### src/rtl/acc_flagop_pkg.sv
package acc_flagop_pkg;

  localparam int FLAG_W = 8;

  localparam int FB_C  = 0;
  localparam int FB_N  = 1;
  localparam int FB_PV = 2;
  localparam int FB_H  = 4;

  // bits kept by rotates: S, Z, 5, 3, P/V
  localparam logic [FLAG_W-1:0] ROT_KEEP  = 8'hEC;
  // bits kept by pair add: S, Z, P/V
  localparam logic [FLAG_W-1:0] PAIR_KEEP = 8'hC4;

  typedef enum logic [3:0] {
    OP_RLC  = 4'd1,
    OP_RRC  = 4'd2,
    OP_RLT  = 4'd3,
    OP_RRT  = 4'd4,
    OP_CPL  = 4'd5,
    OP_SCF  = 4'd6,
    OP_CCF  = 4'd7,
    OP_PADD = 4'd8,
    OP_PDBL = 4'd9
  } op_code_e;

endpackage

### src/rtl/acc_rot_unit.sv
module acc_rot_unit
  import acc_flagop_pkg::*;
#(
  parameter int DATA_W = 8
) (
  input  logic [1:0]        rot_kind,
  input  logic [DATA_W-1:0] acc_in,
  input  logic [FLAG_W-1:0] flg_in,
  output logic [DATA_W-1:0] acc_out,
  output logic [FLAG_W-1:0] flg_out
);
  localparam int MSB = DATA_W - 1;

  logic carry_in;
  logic carry_out;

  assign carry_in = flg_in[FB_C];

  always_comb begin
    unique case (rot_kind)
      2'd0: begin
        acc_out   = {acc_in[MSB-1:0], acc_in[MSB]};
        carry_out = acc_in[MSB];
      end
      2'd1: begin
        acc_out   = {acc_in[0], acc_in[MSB:1]};
        carry_out = acc_in[0];
      end
      2'd2: begin
        acc_out   = {acc_in[MSB-1:0], carry_in};
        carry_out = acc_in[MSB];
      end
      default: begin
        acc_out   = {carry_in, acc_in[MSB:1]};
        carry_out = acc_in[0];
      end
    endcase
    flg_out = (flg_in & ROT_KEEP) | {{(FLAG_W-1){1'b0}}, carry_out};
  end

endmodule

### src/rtl/acc_flag_ops.sv
module acc_flag_ops
  import acc_flagop_pkg::*;
#(
  parameter int DATA_W = 8
) (
  input  logic [1:0]        fop_kind,
  input  logic [DATA_W-1:0] acc_in,
  input  logic [FLAG_W-1:0] flg_in,
  output logic [DATA_W-1:0] acc_out,
  output logic [FLAG_W-1:0] flg_out
);
  always_comb begin
    acc_out = acc_in;
    flg_out = flg_in;
    unique case (fop_kind)
      2'd0: begin
        acc_out       = ~acc_in;
        flg_out[FB_H] = 1'b1;
        flg_out[FB_N] = 1'b1;
      end
      2'd1: begin
        flg_out[FB_H] = 1'b0;
        flg_out[FB_N] = 1'b0;
        flg_out[FB_C] = 1'b1;
      end
      2'd2: begin
        flg_out[FB_N] = 1'b0;
        flg_out[FB_H] = flg_in[FB_C];
        flg_out[FB_C] = ~flg_in[FB_C];
      end
      default: ;
    endcase
  end

endmodule

### src/rtl/acc_pair_adder.sv
module acc_pair_adder
  import acc_flagop_pkg::*;
#(
  parameter int WIDE_W = 16
) (
  input  logic [WIDE_W-1:0] dst_in,
  input  logic [WIDE_W-1:0] src_in,
  input  logic [FLAG_W-1:0] flg_in,
  output logic [WIDE_W-1:0] sum_out,
  output logic [FLAG_W-1:0] flg_out
);
  // half-carry is the carry into the top nibble
  localparam int HC_BIT = WIDE_W - 4;

  logic [WIDE_W:0]   sum_ext;
  logic [WIDE_W-1:0] carry_vec;

  always_comb begin
    sum_ext   = {1'b0, dst_in} + {1'b0, src_in};
    carry_vec = sum_ext[WIDE_W-1:0] ^ dst_in ^ src_in;
    sum_out   = sum_ext[WIDE_W-1:0];
    flg_out   = flg_in & PAIR_KEEP;
    flg_out[FB_C] = sum_ext[WIDE_W];
    flg_out[FB_H] = carry_vec[HC_BIT];
  end

endmodule

### src/rtl/acc_flagop_unit.sv
module acc_flagop_unit
  import acc_flagop_pkg::*;
#(
  parameter int DATA_W = 8,
  parameter int WIDE_W = 16
) (
  input  logic [3:0]        op_sel,
  input  logic [DATA_W-1:0] acc_in,
  input  logic [FLAG_W-1:0] flg_in,
  input  logic [WIDE_W-1:0] pair_a,
  input  logic [WIDE_W-1:0] pair_b,
  output logic [DATA_W-1:0] acc_out,
  output logic [FLAG_W-1:0] flg_out,
  output logic [WIDE_W-1:0] wide_out
);
  localparam int HC_BIT = WIDE_W - 4;

  op_code_e op;
  logic [1:0] rot_kind;
  logic [1:0] fop_kind;
  logic is_rot, is_fop, is_pair;

  logic [DATA_W-1:0] rot_acc, fop_acc;
  logic [FLAG_W-1:0] rot_flg, fop_flg, add_flg;
  logic [WIDE_W-1:0] add_src, add_sum;

  assign op = op_code_e'(op_sel);

  always_comb begin
    is_rot   = 1'b0;
    is_fop   = 1'b0;
    is_pair  = 1'b0;
    rot_kind = 2'd0;
    fop_kind = 2'd3;
    add_src  = pair_b;
    case (op)
      OP_RLC:  begin is_rot = 1'b1; rot_kind = 2'd0; end
      OP_RRC:  begin is_rot = 1'b1; rot_kind = 2'd1; end
      OP_RLT:  begin is_rot = 1'b1; rot_kind = 2'd2; end
      OP_RRT:  begin is_rot = 1'b1; rot_kind = 2'd3; end
      OP_CPL:  begin is_fop = 1'b1; fop_kind = 2'd0; end
      OP_SCF:  begin is_fop = 1'b1; fop_kind = 2'd1; end
      OP_CCF:  begin is_fop = 1'b1; fop_kind = 2'd2; end
      OP_PADD: begin is_pair = 1'b1; end
      OP_PDBL: begin is_pair = 1'b1; add_src = pair_a; end
      default: ;
    endcase
  end

  acc_rot_unit #(.DATA_W(DATA_W)) u_rot (
    .rot_kind (rot_kind),
    .acc_in   (acc_in),
    .flg_in   (flg_in),
    .acc_out  (rot_acc),
    .flg_out  (rot_flg)
  );

  acc_flag_ops #(.DATA_W(DATA_W)) u_fop (
    .fop_kind (fop_kind),
    .acc_in   (acc_in),
    .flg_in   (flg_in),
    .acc_out  (fop_acc),
    .flg_out  (fop_flg)
  );

  acc_pair_adder #(.WIDE_W(WIDE_W)) u_add (
    .dst_in  (pair_a),
    .src_in  (add_src),
    .flg_in  (flg_in),
    .sum_out (add_sum),
    .flg_out (add_flg)
  );

  always_comb begin
    acc_out  = acc_in;
    flg_out  = flg_in;
    wide_out = pair_a;
    if (is_rot) begin
      acc_out = rot_acc;
      flg_out = rot_flg;
    end else if (is_fop) begin
      acc_out = fop_acc;
      flg_out = fop_flg;
    end else if (is_pair) begin
      wide_out = add_sum;
      flg_out  = add_flg;
    end
  end

  // checks on the merged outputs against the inputs
  logic [WIDE_W:0] chk_sum;
  always_comb begin
    chk_sum = {1'b0, pair_a} + {1'b0, (op == OP_PDBL) ? pair_a : pair_b};
    if (is_rot) begin

      rot_mask_chk: assert (((flg_out ^ flg_in) & ROT_KEEP) == '0 &&
                            flg_out[FB_H] == 1'b0 && flg_out[FB_N] == 1'b0);
    end
    if (op == OP_RLC) begin

      rlc_wrap_chk: assert (acc_out[0] == flg_out[FB_C] && acc_out[0] == acc_in[DATA_W-1]);
    end
    if (op == OP_RRC) begin

      rrc_wrap_chk: assert (acc_out[DATA_W-1] == flg_out[FB_C] && acc_out[DATA_W-1] == acc_in[0]);
    end
    if (op == OP_CCF) begin

      ccf_swap_chk: assert (flg_out[FB_H] == flg_in[FB_C] && flg_out[FB_C] != flg_in[FB_C]);
    end
    if (is_pair) begin

      pair_sum_chk: assert ({flg_out[FB_C], wide_out} == chk_sum &&
                            ((flg_out ^ flg_in) & PAIR_KEEP) == '0);

      pair_acc_hold_chk: assert (acc_out == acc_in);
    end
    if (op == OP_PDBL) begin

      dbl_half_chk: assert (flg_out[FB_H] == wide_out[HC_BIT] &&
                            flg_out[FB_C] == pair_a[WIDE_W-1]);
    end
    if (!is_rot && !is_fop && !is_pair) begin

      undef_pass_chk: assert (acc_out == acc_in && flg_out == flg_in && wide_out == pair_a);
    end
  end

endmodule

### config.mk
export PLATFORM = sky130hd
export DESIGN_NAME = acc_flagop_unit
export DESIGN_NICKNAME = d
export VERILOG_FILES = /design/src/rtl/acc_flagop_pkg.sv /design/src/rtl/acc_rot_unit.sv /design/src/rtl/acc_flag_ops.sv /design/src/rtl/acc_pair_adder.sv /design/src/rtl/acc_flagop_unit.sv
export SDC_FILE = /design/constraint.sdc
export NUM_CORES = 1
export LEC_CHECK = 0
export BUFFER_PORTS_ARGS = -buffer_cell sky130_fd_sc_hd__buf_2
export CAP_MARGIN = 20
export CORE_UTILIZATION = 45
export DETAILED_ROUTE_END_ITERATION = 6
export PLACE_DENSITY = 0.91
export SKIP_LAST_GASP = 1
export SLEW_MARGIN = 20
export SYNTH_ARGS = -nofsm -noshare
export SYNTH_HDL_FRONTEND = slang
export SYNTH_SLANG_ARGS = --single-unit
### constraint.sdc
create_clock -name vclk -period 3.7
set_input_delay 0.185 -clock vclk [all_inputs]
set_output_delay 0.185 -clock vclk [all_outputs]
set_load 0.03 [all_outputs]
==> out/summary.txt <==
Worst VDD drop -> 0.0998 mV
Top cells by count, synth -> 31 x nand2_1, 26 x a21oi_1, 21 x nor2_1
Fill cells -> 349
Iteration-0 DRC Markers -> 124
Final Power -> 0.388 mW
Clock power frac -> 0%
Initial antenna violation count -> 0
Share of layout cells above drive strength 1 -> 34.8%
Post-route clock period utilization -> 92.3%
Core area -> 0.00369 mm2
Die height -> 64.4 um
Final Max Tran Viols -> 0
Hpwl dp -> 3870 um
Vias per std cell -> 5.65
Share of the synthesized area in the top cell type -> 14.3%
CP Cell Sequence -> buf_2 -> nor2_1 -> and3_1 -> buf_4 -> mux2_2 -> ha_1 -> and3_2 -> a221oi_4 -> mux2i_1 -> a311oi_2 -> xor2_1 -> a21oi_2 -> buf_2
Die width -> 64.4 um
Routed via count -> 2073
MaxCap Viol Count -> 0
Initial core utilization -> 47.6%
Synth top area cells -> ha_1 14%, mux2_2 12%, a21oi_1 7.4%
Port bufs -> 78
Post-synth top area cell -> ha_1
WS Path Type -> in2out
Worst EP required -> 3.51 ns
Post-Syn Area per Cell -> 6.96 um2
Power density over the cells -> 178 mW/mm2
Initial DRT Pass Iterations -> 4
Routed Antenna Nets -> 0
Critical-path top delay cell -> ha_1
FP Rows -> 22
Post-synthesis sequential area ratio -> 0%
Net Sw Frac -> 60.1%
Clock buffer count -> 0
Largest net degree at the start of global routing -> 20
Most frequent CP cell -> buf_2
Worst setup EP type -> primary output
Final wirelength -> 4760 um
Startpoint types -> input pin
Gate power share -> 100.0%
Final Critical Period -> 3.42 ns
CTS Hold Buffers Added -> 0
Mapped cell area -> 0.00175 mm2
RSZ-0062 raised after global routing -> false
Pint -> 0.155 mW
Gpl congestion -> 0.964
Drc violations -> 0
Wire per inst -> 13.0 um
All-Layer GR Usage -> 22.3%
I/O pin cnt -> 84
Status -> finished, final reports clean
Sequential cell area -> 0 um2
Nets@finish -> 394
Leak Pwr -> 1.09 nW
P_sw -> 0.233 mW
Final Hold Vio Count -> 0
Top-count cell post-synth -> nand2_1
Arr. time, crit path -> 3.23 ns
Mapped Nets -> 325
Cells after Synth -> 252
Post-CTS Setup Inserts -> 0
Ant diodes -> 0
Relative max-transition margin -> 56.2%
First-pass GRT wire length -> 7830 um
Vias in the first global route -> 1859
Crit-path max FO -> 9
FMAX -> 293 MHz
Worst hold path type -> in2out
Synth unique cells -> 44
Post-layout util -> 59.1%
GRT overflow -> 0
Die area -> 0.00415 mm2
Seq pwr share -> 0%
Slew at the pin closest to its max-slew limit -> 0.657 ns
Sequential cells -> 0
Setup-failing EPs final -> 0
Syn-to-layout area delta -> 24.3%
Yosys warnings -> 0
Critical path's largest stage delay -> 0.38 ns
-- power groups by stage --
| stage | Combinational, mW | Clock, mW | Sequential, mW |
|---|---|---|---|
| CTS | 0.381 | 0 | 0 |
| finish | 0.388 | 0 | 0 |
| global route | 0.424 | 0 | 0 |
| global placement | 0.369 | 0 | 0 |
| floorplan | 0.286 | 0 | 0 |
| detailed placement | 0.379 | 0 | 0 |
-- kinds of logic after synthesis --
| logic type | after synthesis | share of synthesized area [%] |
|---|---|---|
| buf+inv | 22 | 6.06 |
| mux | 27 | 16.7 |
| compound gates | 75 | 28.6 |
| simple gates | 85 | 22.3 |
| xor+xnor | 22 | 11.0 |
| fa+ha+maj | 21 | 15.4 |
-- worst max-delay path, delay by kind of cell --
family | cells | cell delay, ns
AOI/OAI and AO/OA | 3 | 0.72
xor gates and xnor gates | 1 | 0.21
adders and majority gates | 1 | 0.38
buffers and inverters | 3 | 0.54
muxes | 2 | 0.48
and+or+nand+nor | 3 | 0.71
-- cell usage in the layout (no fill, tap or decap), types with 5 or more instances in the layout --
| cell | count |
|---|---|
| nand3_1 | 8 |
| nor3_1 | 6 |
| buf_4 | 5 |
| a21o_1 | 7 |
| nand2_1 | 31 |
| buf_2 | 78 |
| nor2_1 | 20 |
| xnor2_1 | 14 |
| o21ai_0 | 11 |
| mux2_2 | 18 |
| mux2i_1 | 9 |
| inv_1 | 6 |
| a21oi_1 | 25 |
| xor2_1 | 8 |
| ha_1 | 20 |
| o211ai_1 | 6 |
-- final cells by class --
cell class	instances	area, um2	share of cell area, %
multi-input combinational	230	1670	76.6
inverter	6	22.5	1.03
tap	48	60.1	2.76
timing repair buffer	83	428	19.6
-- path summary, 6_finish.rpt --
kind / start / to / slack [ns] / cells past startpoint
max: op_sel[2] / flg_out[4] / 0.28 / 13
min: flg_in[2] / flg_out[2] / 0.37 / 0
-- routing by layer --
metal | GRT usage, % | up-vias | wire [um]
li1 | - | 1051 | -
met1 | 28.2 | 947 | 2110
met2 | 43.8 | 75 | 2420
met3 | 0.704 | 0 | 239
met4 | 0 | 0 | 0
met5 | 0 | - | 0
-- stage by stage --
stage | setup TNS [ns] | cells | hold slack [ns] | worst slack (ns) | cell area, um2
after global routing | 0 | 367 | 0.370 | 0.0208 | 2180
after CTS | 0 | 367 | 0.370 | 0.249 | 2170
after detailed placement | 0 | 367 | 0.370 | 0.280 | 2170
after floorplan | -0.0837 | 252 | 0.502 | -0.0707 | 1760
final | 0 | 367 | 0.370 | 0.284 | 2180
after global placement | 0 | 367 | 0.370 | 0.376 | 2170
-- repair_timing --
action,CTS,global route
endpoints found under the setup margin,0,2
endpoints found under the hold margin,0,0
gates resized for setup,0,1
(Power assumes the default switching activity.)
